`src/rtl/tmr_chan_pkg.sv`:
```
package tmr_chan_pkg;

  typedef enum logic [1:0] {
    MK_PARK_IN  = 2'd0,
    MK_PARK_OUT = 2'd1,
    MK_CAPTURE  = 2'd2,
    MK_COMPARE  = 2'd3
  } mode_kind_e;

  localparam int MODE_W = 7;
  localparam logic [MODE_W-1:0] MODE_CAPTURE = 7'h02;
  localparam logic [MODE_W-1:0] MODE_COMPARE = 7'h43;
  localparam int DIR_BIT = MODE_W - 1;

  localparam int ADDR_W = 3;
  localparam logic [ADDR_W-1:0] ADR_CTRL   = 3'd0;
  localparam logic [ADDR_W-1:0] ADR_A_ACT  = 3'd1;
  localparam logic [ADDR_W-1:0] ADR_B_ACT  = 3'd2;
  localparam logic [ADDR_W-1:0] ADR_STATUS = 3'd3;
  localparam logic [ADDR_W-1:0] ADR_COUNT  = 3'd4;
  localparam logic [ADDR_W-1:0] ADR_A_STG  = 3'd5;
  localparam logic [ADDR_W-1:0] ADR_B_STG  = 3'd6;

  localparam int POL_BIT   = 7;
  localparam int SWOUT_BIT = 8;

endpackage

```
`src/rtl/tmr_mode_decode.sv`:
```
module tmr_mode_decode
  import tmr_chan_pkg::*;
(
  input  logic [MODE_W-1:0] mode,
  output mode_kind_e        kind,
  output logic              is_park
);

  always_comb begin
    if (mode == MODE_CAPTURE)      kind = MK_CAPTURE;
    else if (mode == MODE_COMPARE) kind = MK_COMPARE;
    else if (mode[DIR_BIT])        kind = MK_PARK_OUT;
    else                           kind = MK_PARK_IN;
  end

  assign is_park = (kind == MK_PARK_IN) || (kind == MK_PARK_OUT);

endmodule

```
`src/rtl/tmr_free_counter.sv`:
```
module tmr_free_counter #(
  parameter int CNT_W = 16
) (
  input  logic             clk,
  input  logic             rst_n,
  input  logic             clear,
  output logic [CNT_W-1:0] cnt
);

  localparam logic [CNT_W-1:0] ONE = CNT_W'(1);

  always_ff @(posedge clk or negedge rst_n) begin
    if (!rst_n)     cnt <= '0;
    else if (clear) cnt <= '0;
    else            cnt <= cnt + ONE;
  end

  // parking holds the counter at zero
  p_park_cnt_clear_r3: assert property (@(posedge clk) disable iff (!rst_n)
    clear |=> (cnt == '0));

  // running counter steps by one, wrapping naturally
  p_cnt_step_r4: assert property (@(posedge clk) disable iff (!rst_n)
    !clear |=> (cnt == CNT_W'($past(cnt) + ONE)));

endmodule

```
`src/rtl/tmr_dual_buf.sv`:
```
module tmr_dual_buf #(
  parameter int W = 16
) (
  input  logic         clk,
  input  logic         rst_n,
  input  logic         park,
  input  logic         wr,
  input  logic [W-1:0] wdata,
  input  logic         cap,
  input  logic [W-1:0] cap_val,
  output logic [W-1:0] stage,
  output logic [W-1:0] act
);

  always_ff @(posedge clk or negedge rst_n) begin
    if (!rst_n) begin
      stage <= '0;
      act   <= '0;
    end else if (park) begin
      if (wr) begin
        stage <= wdata;
        act   <= wdata;
      end
    end else begin
      if (wr)  stage <= wdata;
      if (cap) act   <= cap_val;
    end
  end

  // a parking-mode write lands in both copies
  p_park_dual_r5: assert property (@(posedge clk) disable iff (!rst_n)
    (park && wr) |=> (act == stage) && (act == $past(wdata)));

  // outside parking, a write leaves the capture copy alone
  p_stage_only_r6: assert property (@(posedge clk) disable iff (!rst_n)
    (!park && wr && !cap) |=> $stable(act));

endmodule

```
`src/rtl/tmr_edge_sync.sv`:
```
module tmr_edge_sync #(
  parameter int STAGES = 2
) (
  input  logic clk,
  input  logic rst_n,
  input  logic din,
  output logic level,
  output logic rise,
  output logic fall
);

  localparam int LAST = STAGES - 1;

  logic [LAST:0] chain;
  logic          prev;

  always_ff @(posedge clk or negedge rst_n) begin
    if (!rst_n) begin
      chain <= '0;
      prev  <= 1'b0;
    end else begin
      chain <= {chain[LAST-1:0], din};
      prev  <= chain[LAST];
    end
  end

  assign level = chain[LAST];
  assign rise  = level & ~prev;
  assign fall  = ~level & prev;

endmodule

```
`src/rtl/tmr_chan_ctrl.sv`:
```
module tmr_chan_ctrl
  import tmr_chan_pkg::*;
#(
  parameter int CNT_W       = 16,
  parameter int SYNC_STAGES = 2
) (
  input  logic                  clk,
  input  logic                  rst_n,
  input  logic                  reg_wr,
  input  logic [ADDR_W-1:0]     reg_addr,
  input  logic [CNT_W-1:0]      reg_wdata,
  output logic [CNT_W-1:0]      reg_rdata,
  input  logic                  pin_in,
  output logic                  pin_out
);

  localparam int NBUF = 2;
  localparam int CTRL_USED = SWOUT_BIT + 1;

  logic [MODE_W-1:0] mode_q;
  logic              pol_q;
  logic              swout_q;
  mode_kind_e        kind, prev_kind;
  logic              is_park;
  logic [CNT_W-1:0]  cnt;
  logic              lvl, rise, fall;
  logic              flag_q, out_q;
  logic              entry, match, capt, set_evt, clr_req;
  logic [CNT_W-1:0]  stg [NBUF];
  logic [CNT_W-1:0]  act [NBUF];

  tmr_mode_decode u_dec (
    .mode    (mode_q),
    .kind    (kind),
    .is_park (is_park)
  );

  tmr_free_counter #(.CNT_W(CNT_W)) u_cnt (
    .clk   (clk),
    .rst_n (rst_n),
    .clear (is_park),
    .cnt   (cnt)
  );

  tmr_edge_sync #(.STAGES(SYNC_STAGES)) u_sync (
    .clk   (clk),
    .rst_n (rst_n),
    .din   (pin_in),
    .level (lvl),
    .rise  (rise),
    .fall  (fall)
  );

  for (genvar i = 0; i < NBUF; i++) begin : g_buf
    localparam logic [ADDR_W-1:0] WADR = (i == 0) ? ADR_A_ACT : ADR_B_ACT;
    logic cap_i;
    assign cap_i = (i == 0) ? capt : 1'b0;
    tmr_dual_buf #(.W(CNT_W)) u_buf (
      .clk     (clk),
      .rst_n   (rst_n),
      .park    (is_park),
      .wr      (reg_wr && (reg_addr == WADR)),
      .wdata   (reg_wdata),
      .cap     (cap_i),
      .cap_val (cnt),
      .stage   (stg[i]),
      .act     (act[i])
    );
  end

  // control register
  always_ff @(posedge clk or negedge rst_n) begin
    if (!rst_n) begin
      mode_q  <= '0;
      pol_q   <= 1'b0;
      swout_q <= 1'b0;
    end else if (reg_wr && reg_addr == ADR_CTRL) begin
      mode_q  <= reg_wdata[MODE_W-1:0];
      pol_q   <= reg_wdata[POL_BIT];
      swout_q <= reg_wdata[SWOUT_BIT];
    end
  end

  always_ff @(posedge clk or negedge rst_n) begin
    if (!rst_n) prev_kind <= MK_PARK_IN;
    else        prev_kind <= kind;
  end

  assign entry   = (kind == MK_COMPARE) && (prev_kind != MK_COMPARE);
  assign match   = (kind == MK_COMPARE) && !entry && (cnt == stg[0]);
  assign capt    = (kind == MK_CAPTURE) && (pol_q ? rise : fall);
  assign set_evt = match || capt;
  assign clr_req = reg_wr && (reg_addr == ADR_STATUS) && reg_wdata[0];

  always_ff @(posedge clk or negedge rst_n) begin
    if (!rst_n)       flag_q <= 1'b0;
    else if (is_park) flag_q <= 1'b0;
    else if (set_evt) flag_q <= 1'b1;
    else if (clr_req) flag_q <= 1'b0;
  end

  always_ff @(posedge clk or negedge rst_n) begin
    if (!rst_n) out_q <= 1'b0;
    else begin
      case (kind)
        MK_PARK_OUT: out_q <= swout_q;
        MK_COMPARE: begin
          if (entry)      out_q <= ~pol_q;
          else if (match) out_q <= pol_q;
        end
        default: ;
      endcase
    end
  end

  assign pin_out = out_q;

  always_comb begin
    reg_rdata = '0;
    case (reg_addr)
      ADR_CTRL:   reg_rdata[CTRL_USED-1:0] = {swout_q, pol_q, mode_q};
      ADR_A_ACT:  reg_rdata = act[0];
      ADR_B_ACT:  reg_rdata = act[1];
      ADR_STATUS: reg_rdata[2:0] = {out_q, lvl, flag_q};
      ADR_COUNT:  reg_rdata = cnt;
      ADR_A_STG:  reg_rdata = stg[0];
      ADR_B_STG:  reg_rdata = stg[1];
      default:    reg_rdata = '0;
    endcase
  end

  // parking forces the flag low
  p_flag_park_r7: assert property (@(posedge clk) disable iff (!rst_n)
    is_park |=> !flag_q);

  // write-one-to-clear without a competing event
  p_flag_w1c_r8: assert property (@(posedge clk) disable iff (!rst_n)
    (clr_req && !set_evt) |=> !flag_q);

  // compare entry presets the pin to the inverse polarity
  p_oc_entry_r9: assert property (@(posedge clk) disable iff (!rst_n)
    entry |=> (pin_out == !$past(pol_q)));

  // compare match drives polarity level and raises the flag
  p_oc_match_r10: assert property (@(posedge clk) disable iff (!rst_n)
    match |=> (pin_out == $past(pol_q)) && flag_q);

  // a qualifying edge stores the counter and raises the flag
  p_ic_cap_r11: assert property (@(posedge clk) disable iff (!rst_n)
    capt |=> flag_q && (act[0] == $past(cnt)));

  // output parking mode mirrors the software level
  p_park_out_r12: assert property (@(posedge clk) disable iff (!rst_n)
    (kind == MK_PARK_OUT) |=> (pin_out == $past(swout_q)));

endmodule

```
`config.mk`:
```
export PLATFORM = sky130hd
export DESIGN_NAME = tmr_chan_ctrl
export DESIGN_NICKNAME = d
export VERILOG_FILES = /design/src/rtl/tmr_chan_pkg.sv /design/src/rtl/tmr_mode_decode.sv /design/src/rtl/tmr_free_counter.sv /design/src/rtl/tmr_dual_buf.sv /design/src/rtl/tmr_edge_sync.sv /design/src/rtl/tmr_chan_ctrl.sv
export SDC_FILE = /design/constraint.sdc
export NUM_CORES = 1
export LEC_CHECK = 0
export BUFFER_PORTS_ARGS = -buffer_cell sky130_fd_sc_hd__buf_4
export CAP_MARGIN = 20
export CORE_ASPECT_RATIO = 0.5
export CORE_MARGIN = 5
export CORE_UTILIZATION = 60
export CTS_CLUSTER_DIAMETER = 150
export DETAILED_ROUTE_END_ITERATION = 8
export PLACE_DENSITY = 0.77
export SYNTH_ARGS = -nofsm -noshare
export SYNTH_HDL_FRONTEND = slang
export SYNTH_SLANG_ARGS = --single-unit
```
`constraint.sdc`:
```
create_clock -name clk -period 3.22 [get_ports clk]
set_input_delay 0.644 -clock clk [delete_from_list [all_inputs] [get_ports clk]]
set_output_delay 0.644 -clock clk [all_outputs]
set_load 0.01 [all_outputs]
```
==> results of run 1 <==
## area by class of cell
cell class | count | area (um^2)
timing repair buffer | 50 | 400
clock inverter | 3 | 15.0
inverter | 3 | 13.8
clock buffer | 13 | 270
multi-input combinational | 285 | 2430
fill | 628 | 2380
tap | 112 | 140
sequential | 96 | 2400
## flip-flops by register name, summed over array words and instances, names as in the netlist
name / cells
u_sync.chain: 2
pol_q: 1
prev_kind: 2
g_buf.u_buf.act: 32
flag_q: 1
swout_q: 1
pin_out: 1
g_buf.u_buf.stage: 32
mode_q: 7
u_cnt.cnt: 16
u_sync.prev: 1
## cell usage after synthesis, types with 2 or more instances
library cell	count	share of area
sky130_fd_sc_hd__mux2_4	11	0.033
sky130_fd_sc_hd__nand2b_1	5	0.0062
sky130_fd_sc_hd__nand4_1	8	0.010
sky130_fd_sc_hd__mux2_1	2	0.0045
sky130_fd_sc_hd__nor2b_1	5	0.0062
sky130_fd_sc_hd__buf_6	2	0.0045
sky130_fd_sc_hd__mux2i_1	24	0.048
sky130_fd_sc_hd__nor3_1	3	0.0030
sky130_fd_sc_hd__a31oi_1	4	0.0050
sky130_fd_sc_hd__and3_1	4	0.0050
sky130_fd_sc_hd__nand3_1	11	0.011
sky130_fd_sc_hd__a21oi_1	10	0.010
sky130_fd_sc_hd__a22o_1	2	0.0035
sky130_fd_sc_hd__a211oi_1	2	0.0030
sky130_fd_sc_hd__o21ai_0	2	0.0020
sky130_fd_sc_hd__xor2_1	7	0.012
sky130_fd_sc_hd__mux2_2	78	0.18
sky130_fd_sc_hd__dfrtp_1	96	0.48
sky130_fd_sc_hd__clkbuf_1	13	0.0097
sky130_fd_sc_hd__inv_1	2	0.0015
sky130_fd_sc_hd__nor2_1	29	0.022
sky130_fd_sc_hd__buf_2	11	0.011
sky130_fd_sc_hd__a22oi_1	6	0.0090
sky130_fd_sc_hd__xnor2_1	24	0.042
sky130_fd_sc_hd__o221ai_1	13	0.023
sky130_fd_sc_hd__nor4_1	2	0.0025
sky130_fd_sc_hd__nand2_1	16	0.012
sky130_fd_sc_hd__nand2_4	2	0.0045
## routing by layer
layer,track usage,vias to the layer above,share of wire
met2,0.417,134,0.46
met3,0.0848,19,0.073
met5,0,-,0
li1,-,1545,-
met1,0.353,1768,0.45
met4,0.0770,0,0.014
## power by group through the flow
stage	Clock [mW]	Sequential, mW	Combinational [mW]
after floorplan	0	1.60	0.495
after global placement	0	1.65	0.678
after detailed placement	0	1.67	0.712
after CTS	1.04	1.65	0.717
after global routing	1.11	1.68	0.777
final	1.03	1.65	0.713
## logic make-up after synthesis
logic type      share of synthesized area
simple gates                        0.100
buf+inv                            0.0342
fa+ha+maj                         0.00250
compound gates                     0.0637
flops                               0.480
xor+xnor                           0.0542
mux                                 0.265
## worst paths after layout
path / start / to / slack, ns / cells past startpoint
worst min register to register: u_sync.chain[0] / u_sync.chain[1] / 0.35 / 0
worst max-delay path: reg_addr[1] / reg_rdata[13] / 0.56 / 7
worst max register to register: mode_q[2] / g_buf[0].u_buf.act[9] / 0.82 / 7
worst min-delay path: rst_n / g_buf[1].u_buf.act[11] / 0.31 / 1
max in group asynchronous: rst_n / mode_q[3] / 2.22 / 2
min in group clk: u_sync.chain[0] / u_sync.chain[1] / 0.35 / 0
==> impl_summary.log, run 1 <==
INFO  metric layoutNonFillerInstCount = 562
INFO  metric clkSlewWorstSetupHoldPaths = 0.06 ns
INFO  metric timing.final.crit_period = 2.66 ns
INFO  metric die_y_extent = 74.6 um
INFO  metric cts_tree = yes
INFO  metric fin_worst_hold_slack = 0.307 ns
INFO  metric antenna_found_initial = 0
INFO  metric post_synth_num_cell_types = 47
INFO  metric final_common_cell = sky130_fd_sc_hd__dfrtp_1
INFO  metric cts.repair.resized = 0
INFO  metric drt-wirelength-per-cell = 22.2 um
INFO  metric netSwitchingPower = 948 uW
INFO  metric p_total = 3.39 mW
INFO  metric synth_edf_count = 0
INFO  metric finalSetupViolCount = 0
INFO  metric cellLeakagePower = 2.45 nW
INFO  metric post_synth_inst_count = 413
INFO  metric grt_setup_unrepaired = no
INFO  metric fin_tns_setup = 0 ns
INFO  metric critical_path_class = in -> out
INFO  metric critPathMostFrequentCell = sky130_fd_sc_hd__buf_4
INFO  metric result_of_the_run = complete, no violations
INFO  metric ys_seq_area_frac = 0.480
INFO  metric worst_slew_pin_slew = 0.715 ns
INFO  metric synthArstFlopShare = 1.00
INFO  metric post-dp-hpwl = 8.59 mm
INFO  metric cts_made_buffers = 9
INFO  metric core = 0.00806 mm^2
INFO  metric fmaxAchievable = 376 MHz
INFO  metric num_antenna_cells = 0
INFO  metric clock_insertion_delay_worst_skew = 0.35 ns
INFO  metric inst_count_dp = 546
INFO  metric final_layout_size_suffix_gt1_frac = 0.367
INFO  metric setup.worst_path.end_class = primary output
INFO  metric pwr-share-clk = 0.303
INFO  metric vdd.ir_drop.worst = 0.000303 V
INFO  metric tritoncts_num_sinks = 96
INFO  metric synth-main-ff-cell = sky130_fd_sc_hd__dfrtp_1
INFO  metric crit_buf_inv = 3
INFO  metric synth_fp_nets = 437
INFO  metric utilization = 0.704
INFO  metric finalHoldViolations = 0
INFO  metric netSwitchingFraction = 0.280
INFO  metric detailroute.via_count = 3466
INFO  metric total_global_routing_track_utilization = 0.262
INFO  metric cp_top_family = buffers and inverters
INFO  metric floorplan.initialDensity = 0.621
INFO  metric area_delta_synth_final = 13.3%
INFO  metric io_pins = 40
INFO  metric route.detailed.drc = 0
INFO  metric clockRootBuffer = sky130_fd_sc_hd__clkbuf_16
INFO  metric layout_common_cells = sky130_fd_sc_hd__dfrtp_1 (96), sky130_fd_sc_hd__mux2_2 (78), sky130_fd_sc_hd__buf_4 (48)
INFO  metric netlist_area = 0.00501 mm^2
INFO  metric syn-mean-instance-area = 12.1 um^2
INFO  metric synth-seq-cells = 96
INFO  metric port_buffers = 39
INFO  metric final_design_area_no_fill = 0.00568 mm^2
INFO  metric max_cap_violations = 0
INFO  metric dpl_cell_area = 0.00539 mm^2
INFO  metric drt_pre_antenna_iters = 4
INFO  metric die-width = 139 um
INFO  metric detail_route.wirelength = 12.5 mm
INFO  metric seq_power_share = 0.487
INFO  metric slew-limit-headroom = 0.519
INFO  metric first_pass_grt_wire_length = 20.6 mm
INFO  metric comb_power_share = 0.210
INFO  metric crit_path_cell_trace = buf_4 -> nor2b_1 -> buf_4 -> and2_0 -> nand2_1 -> o221ai_1 -> buf_4
INFO  metric critical_path.max_stage_delay = 0.36 ns
INFO  metric dr.first_iter.drc_count = 278
INFO  metric yosys_warnings = 0
INFO  metric internal_power = 2.44 mW
INFO  metric fp-row-count = 23
INFO  metric place.gp.congestion = 0.895
INFO  metric layout_worst_path_cycle_share = 0.826
INFO  metric cts.htree.levels = 3
INFO  metric critPathRequiredTime = 2.58 ns
INFO  metric final_nets = 469
INFO  metric post_drt_via_cell_ratio = 6.17
INFO  metric crit_path_max_fanout = 31
INFO  metric worst_path_max_delay_cell = sky130_fd_sc_hd__buf_4
INFO  metric worst_hold_path_type = in -> async
INFO  metric clock_skew = 0.00391 ns
INFO  metric grt_overflow_total = 0
INFO  metric post-cts-setup-buffers = 0
INFO  metric grt_start_max_net_pins = 52
INFO  metric postLayoutSetupSlackWorst = 0.561 ns
INFO  metric pwr_per_cell_area = 597 mW/mm^2
INFO  metric drv_slew = 0
INFO  metric clock_path_buffers = 2
INFO  metric data_arrival_at_the_endpoint_of_the_critical_path = 2.01 ns
INFO  metric ant_nets = 0
INFO  metric dp_slack = 0.634 ns
INFO  metric cts-hold-fix-buffers = 0
INFO  metric die-area = 0.0104 mm^2
INFO  metric via_count_of_the_first_global_routing_pass = 3754
INFO  metric critical_path.startpoint_type = input port
(Power assumes the default switching activity.)
==> run 2: changes to the inputs <==
--- a/config.mk
+++ b/config.mk
@@ -9,10 +9,10 @@
 export CAP_MARGIN = 20
 export CORE_ASPECT_RATIO = 0.5
 export CORE_MARGIN = 5
-export CORE_UTILIZATION = 60
+export CORE_UTILIZATION = 54
 export CTS_CLUSTER_DIAMETER = 150
 export DETAILED_ROUTE_END_ITERATION = 8
-export PLACE_DENSITY = 0.77
+export PLACE_DENSITY = 0.73
 export SYNTH_ARGS = -nofsm -noshare
 export SYNTH_HDL_FRONTEND = slang
 export SYNTH_SLANG_ARGS = --single-unit
==> constraint.sdc (replaced) <==
create_clock -name clk -period 2.4 [get_ports clk]
set_input_delay 0.48 -clock clk [delete_from_list [all_inputs] [get_ports clk]]
set_output_delay 0.48 -clock clk [all_outputs]
set_load 0.01 [all_outputs]
==> run 2 against run 1 <==
  * Global-route usage decreased by 3.9 points
  * Register-to-register slack worse by 0.45 ns
  * Routed wire length is 4.4% lower
  * Largest cell class unchanged
==> impl_summary.log, run 2 (synthesized netlist as in run 1, its figures left out) <==
INFO  metric floorplan.initialDensity = 0.565
INFO  metric cts.htree.levels = 3
INFO  metric biggestRegsByFlops = g_buf.u_buf.act x32, g_buf.u_buf.stage x32, u_cnt.cnt x16
INFO  metric grtUsageMet2 = 0.357
INFO  metric result_of_the_run = complete, no violations
INFO  metric grt_overflow_total = 0
INFO  metric grt.met3_usage = 0.0529
INFO  metric clock_skew = 0.00682 ns
INFO  metric layout_common_cells = sky130_fd_sc_hd__dfrtp_1 (96), sky130_fd_sc_hd__mux2_2 (78), sky130_fd_sc_hd__buf_4 (58)
INFO  metric detailroute.via_count = 3419
INFO  metric route.detailed.drc = 0
INFO  metric drt_pre_antenna_iters = 4
INFO  metric cellLeakagePower = 2.51 nW
INFO  metric first_pass_grt_wire_length = 20.0 mm
INFO  metric timing.final.crit_period = 2.29 ns
INFO  metric clock_path_buffers = 2
INFO  metric fin_worst_hold_slack = 0.0453 ns
INFO  metric netSwitchingPower = 1.28 mW
INFO  metric pwr_per_cell_area = 799 mW/mm^2
INFO  metric clockRootBuffer = sky130_fd_sc_hd__clkbuf_16
INFO  metric utilization = 0.654
INFO  metric place.gp.congestion = 0.871
INFO  metric cts.repair.resized = 0
INFO  metric final_nets = 480
INFO  metric cts_tree = yes
INFO  metric grt.busiest_layer = met2
INFO  metric fillers = 679
INFO  metric p_total = 4.63 mW
INFO  metric cts-hold-fix-buffers = 0
INFO  metric post-cts-setup-buffers = 0
INFO  metric finalHoldViolations = 0
INFO  metric finalSetupViolCount = 0
INFO  metric worst_slew_pin_slew = 0.483 ns
INFO  metric die_y_extent = 78.1 um
INFO  metric layout_worst_path_cycle_share = 0.952
INFO  metric layoutNonFillerInstCount = 578
INFO  metric comb_power_share = 0.208
INFO  metric port_buffers = 39
INFO  metric tritoncts_num_sinks = 96
INFO  metric vdd.ir_drop.worst = 0.000362 V
INFO  metric grt_start_max_net_pins = 69
INFO  metric slew-limit-headroom = 0.675
INFO  metric fin_tns_setup = 0 ns
INFO  metric die-width = 146 um
INFO  metric ant_nets = 0
INFO  metric area_delta_synth_final = 15.7%
INFO  metric fp-row-count = 24
INFO  metric drv_slew = 0
INFO  metric worst_hold_path_type = in -> async
INFO  metric antenna_found_initial = 0
INFO  metric total_global_routing_track_utilization = 0.224
INFO  metric detail_route.wirelength = 11.9 mm
INFO  metric critical_path_class = in -> out
INFO  metric fmaxAchievable = 437 MHz
INFO  metric io_pins = 40
INFO  metric final_common_cell = sky130_fd_sc_hd__dfrtp_1
INFO  metric internal_power = 3.35 mW
INFO  metric drt-wirelength-per-cell = 20.6 um
INFO  metric post_drt_via_cell_ratio = 5.92
INFO  metric setup.worst_path.end_class = primary output
INFO  metric inst_count_dp = 562
INFO  metric max_cap_violations = 0
INFO  metric cts_made_buffers = 9
INFO  metric die-area = 0.0114 mm^2
INFO  metric crit_path_max_fanout = 31
INFO  metric core = 0.00886 mm^2
INFO  metric via_count_of_the_first_global_routing_pass = 3659
INFO  metric num_antenna_cells = 0
INFO  metric clkSlewWorstSetupHoldPaths = 0.07 ns
INFO  metric critical_path.startpoint_type = input port
INFO  metric data_arrival_at_the_endpoint_of_the_critical_path = 1.81 ns
INFO  metric final_layout_size_suffix_gt1_frac = 0.384
INFO  metric clock_insertion_delay_worst_skew = 0.35 ns
INFO  metric netSwitchingFraction = 0.277
INFO  metric dr.first_iter.drc_count = 258
INFO  metric grt_setup_unrepaired = no
INFO  metric grtUsageMet1 = 0.310
INFO  metric critPathRequiredTime = 1.92 ns
INFO  metric pwr-share-clk = 0.318
INFO  metric post-dp-hpwl = 8.47 mm
INFO  metric seq_power_share = 0.474
-- run 2: cell count changes in the layout (fill, tap and decap cells not counted), sizes merged --
cell	before	now
clkinvlp	0	1
clkbuf	13	10
inv	3	5
clkinv	3	2
bufinv	0	1
buf	50	61
-- run 2: worst paths after layout --
path	from	endpoint	slack [ns]	depth (start not counted)
min in group clk	pin_in	u_sync.chain[0]	0.24	1
worst max-delay path	reg_addr[1]	reg_rdata[10]	0.11	6
worst min-delay path	rst_n	g_buf[1].u_buf.act[10]	0.05	1
max in group asynchronous	rst_n	u_sync.prev	1.67	2
worst max register to register	mode_q[2]	g_buf[0].u_buf.act[13]	0.37	6
worst min register to register	u_sync.chain[0]	u_sync.chain[1]	0.35	0
-- run 2: layout make-up --
type,count,area [um^2],share of cell area
clock buffer,10,239,0.0412
clock inverter,6,65.1,0.0112
inverter,3,13.8,0.00237
multi-input combinational,285,2430,0.420
sequential,96,2400,0.415
tap,117,146,0.0253
timing repair buffer,61,495,0.0855
-- run 2: metrics by stage --
stage | setup WS [ns] | cell area [um^2]
finish | 0.114 | 5800
global route | 0.0491 | 5800
CTS | 0.164 | 5800
detailed placement | 0.182 | 5490
global placement | 0.178 | 5490
floorplan | 0.370 | 5010
-- run 2: critical path, stage by stage --
cell and delay, ns:
sky130_fd_sc_hd__buf_4 0.24, sky130_fd_sc_hd__nor2b_1 0.26, sky130_fd_sc_hd__and2_0 0.43, sky130_fd_sc_hd__nand2_1 0.12, sky130_fd_sc_hd__o221ai_1 0.10, sky130_fd_sc_hd__buf_4 0.16
-- run 2: power by group through the flow --
stage	Clock [mW]	Sequential, mW	Combinational (mW)
5_1_grt	1.58	2.23	1.06
4_1_cts	1.51	2.19	0.973
3_5_place_dp	0	2.22	0.967
6_report	1.47	2.19	0.965
2_1_floorplan	0	2.14	0.664
3_3_place_gp	0	2.20	0.941
-- run 2: layer usage --
metal	part of all wire	vias up
met5	0	-
met4	0.010	0
met3	0.071	9
met2	0.47	96
met1	0.45	1745
li1	-	1569
==> run 3: changes to the inputs <==
--- a/config.mk
+++ b/config.mk
@@ -8,10 +8,11 @@
 export BUFFER_PORTS_ARGS = -buffer_cell sky130_fd_sc_hd__buf_4
 export CAP_MARGIN = 20
 export CORE_ASPECT_RATIO = 0.5
-export CORE_MARGIN = 5
+export CORE_MARGIN = 10
 export CORE_UTILIZATION = 54
 export CTS_CLUSTER_DIAMETER = 150
 export DETAILED_ROUTE_END_ITERATION = 8
+export GPL_TIMING_DRIVEN = 0
 export PLACE_DENSITY = 0.73
 export SYNTH_ARGS = -nofsm -noshare
 export SYNTH_HDL_FRONTEND = slang
==> run 3 against run 2 <==
  * Non-clock buffer count grew 8
  * Via count grew 3.1%
  * Routed wire length grew 7.0%
  * Critical path type unchanged
  * Register-to-register slack lost 0.14 ns
  * Power grew 0.14%
  * Utilization grew 0.16 points
  * Combinational power is essentially flat
  * Largest power group unchanged
  * Clock power is essentially flat
==> impl_summary.log, run 3 (synthesized netlist as in run 1, its figures left out) <==
INFO  metric place.gp.congestion = 0.872
INFO  metric timing.final.crit_period = 2.33 ns
INFO  metric post_drt_via_cell_ratio = 6.02
INFO  metric clockRootBuffer = sky130_fd_sc_hd__clkbuf_16
INFO  metric detailroute.via_count = 3526
INFO  metric tritoncts_num_sinks = 96
INFO  metric clock_skew = 0.00539 ns
INFO  metric critical_path.max_stage_delay = 0.41 ns
INFO  metric grt_setup_unrepaired = no
INFO  metric critical_path.startpoint_type = input port
INFO  metric cts_tree = yes
INFO  metric cts_made_buffers = 9
INFO  metric num_antenna_cells = 0
INFO  metric utilization = 0.656
INFO  metric layout_worst_path_cycle_share = 0.971
INFO  metric fillers = 686
INFO  metric grt_start_max_net_pins = 52
INFO  metric multiInputGateArea = 0.00244 mm^2
INFO  metric layout_common_cells = sky130_fd_sc_hd__dfrtp_1 (96), sky130_fd_sc_hd__mux2_2 (78), sky130_fd_sc_hd__buf_4 (42)
INFO  metric critPathRequiredTime = 1.92 ns
INFO  metric crit_path_cell_trace = buf_4 -> clkbuf_4 -> nor2b_1 -> o2bb2a_1 -> o221ai_1 -> buf_4
INFO  metric drt-wirelength-per-cell = 21.7 um
INFO  metric first_pass_grt_wire_length = 20.2 mm
INFO  metric die-area = 0.0138 mm^2
INFO  metric worst_hold_path_type = in -> async
INFO  metric fp-row-count = 24
INFO  metric antenna_found_initial = 0
INFO  metric max_cap_violations = 0
INFO  metric clock_path_buffers = 2
INFO  metric via_count_of_the_first_global_routing_pass = 3510
INFO  metric io_pins = 40
INFO  metric cts.htree.levels = 3
INFO  metric cellLeakagePower = 2.52 nW
INFO  metric post-dp-hpwl = 8.81 mm
INFO  metric crit_path_max_fanout = 10
INFO  metric p_total = 4.64 mW
INFO  metric finalHoldViolations = 0
INFO  metric detail_route.wirelength = 12.7 mm
INFO  metric ff_latch_area = 0.00240 mm^2
INFO  metric critical_path.endpoint = reg_rdata[14]
INFO  metric final_nets = 488
INFO  metric vdd.ir_drop.worst = 0.000442 V
INFO  metric die-width = 156 um
INFO  metric drv_slew = 0
INFO  metric worst_reg2reg_path_endpoint = g_buf[1].u_buf.act[8]
INFO  metric biggestRegsByFlops = g_buf.u_buf.act x32, g_buf.u_buf.stage x32, u_cnt.cnt x16
INFO  metric final_common_cell = sky130_fd_sc_hd__dfrtp_1
INFO  metric ant_nets = 0
INFO  metric die_y_extent = 88.1 um
INFO  metric final_layout_size_suffix_gt1_frac = 0.380
INFO  metric drt_pre_antenna_iters = 5
INFO  metric worst_path_max_delay_cell = sky130_fd_sc_hd__nor2b_1
INFO  metric slew-limit-headroom = 0.327
INFO  metric finalSetupViolCount = 0
INFO  metric result_of_the_run = complete, no violations
INFO  metric port_buffers = 38
INFO  metric route.detailed.drc = 0
INFO  metric floorplan.initialDensity = 0.565
INFO  metric area_delta_synth_final = 16.0%
INFO  metric data_arrival_at_the_endpoint_of_the_critical_path = 1.85 ns
INFO  metric critPathMostFrequentCell = sky130_fd_sc_hd__buf_4
INFO  metric dr.first_iter.drc_count = 253
INFO  metric crit_start = reg_addr[1]
INFO  metric regToRegSetupSlack = 0.23 ns
INFO  metric clkSlewWorstSetupHoldPaths = 0.07 ns
INFO  metric grt_overflow_total = 0
INFO  metric reg2reg_depth = 7
INFO  metric critical_path_class = in -> out
INFO  metric clock_insertion_delay_worst_skew = 0.35 ns
INFO  metric worst_slew_pin_slew = 1.00 ns
INFO  metric reg_to_reg_start = mode_q[2]
INFO  metric pwr_per_cell_area = 798 mW/mm^2
INFO  metric total_global_routing_track_utilization = 0.192
INFO  metric setup.worst_path.end_class = primary output
INFO  metric fmaxAchievable = 429 MHz
INFO  metric core = 0.00886 mm^2
[run 3: cell types whose count changed in the layout (fill, tap and decap cells not counted), sizes merged]
cell | previous run | this run
inv | 5 | 3
clkinvlp | 1 | 2
buf | 61 | 53
clkbuf | 10 | 27
[run 3: layout make-up]
type,instances,share of cell area
timing repair buffer,40,0.0551
clock inverter,5,0.00948
buffer,29,0.0306
sequential,96,0.414
inverter,3,0.00237
clock buffer,11,0.0435
multi-input combinational,285,0.420
tap,117,0.0252
[run 3: how the worst min path moves through the flow]
stage	to	slack [ns]	from
global placement	u_sync.chain[1]	0.34	u_sync.chain[0]
CTS	g_buf[1].u_buf.stage[10]	0.17	rst_n
finish	g_buf[1].u_buf.stage[10]	0.14	rst_n
floorplan	flag_q	0.18	rst_n
global route	g_buf[0].u_buf.stage[8]	0.19	rst_n
detailed placement	u_sync.chain[1]	0.35	u_sync.chain[0]
[run 3: worst max-delay path: cells and delay by family]
family	cells	cell delay (ns)
compound gates	2	0.45
buf+inv	3	0.51
simple gates	1	0.41
[run 3: where the power goes]
part | switching (mW) | total [mW] | internal, mW
sequential | 0.231 | 2.18 | 1.95
clock | 0.625 | 1.49 | 0.861
combinational | 0.417 | 0.967 | 0.550
total | 1.27 | 4.64 | 3.36
[run 3: metal layers]
| metal | vias to the layer above | GRT usage | wire length [um] |
|---|---|---|---|
| li1 | 1590 | - | - |
| met1 | 1813 | 0.267 | 6150 |
| met2 | 108 | 0.291 | 5640 |
| met3 | 15 | 0.0519 | 802 |
| met4 | 0 | 0.0477 | 144 |
| met5 | - | 0 | 0 |
[run 3: repair_timing]
action | in CTS | in global routing
setup buffers | 1 | 0
resized for setup | 9 | 5
hold buffers | 0 | 0
setup endpoints to repair | 15 | 4
[run 3: per-stage QoR]
stage               cell area, um^2  TNS (ns)  std cells  hold slack [ns]  worst slack [ns]
detailed placement             5470     -3.75        569            0.347            -0.443
floorplan                      5010         0        413            0.184             0.370
global placement               5440     -4.04        568            0.335            -0.469
global route                   5810         0        586            0.186            0.0255
finish                         5810         0        586            0.143            0.0702
CTS                            5800         0        586            0.165            0.0154
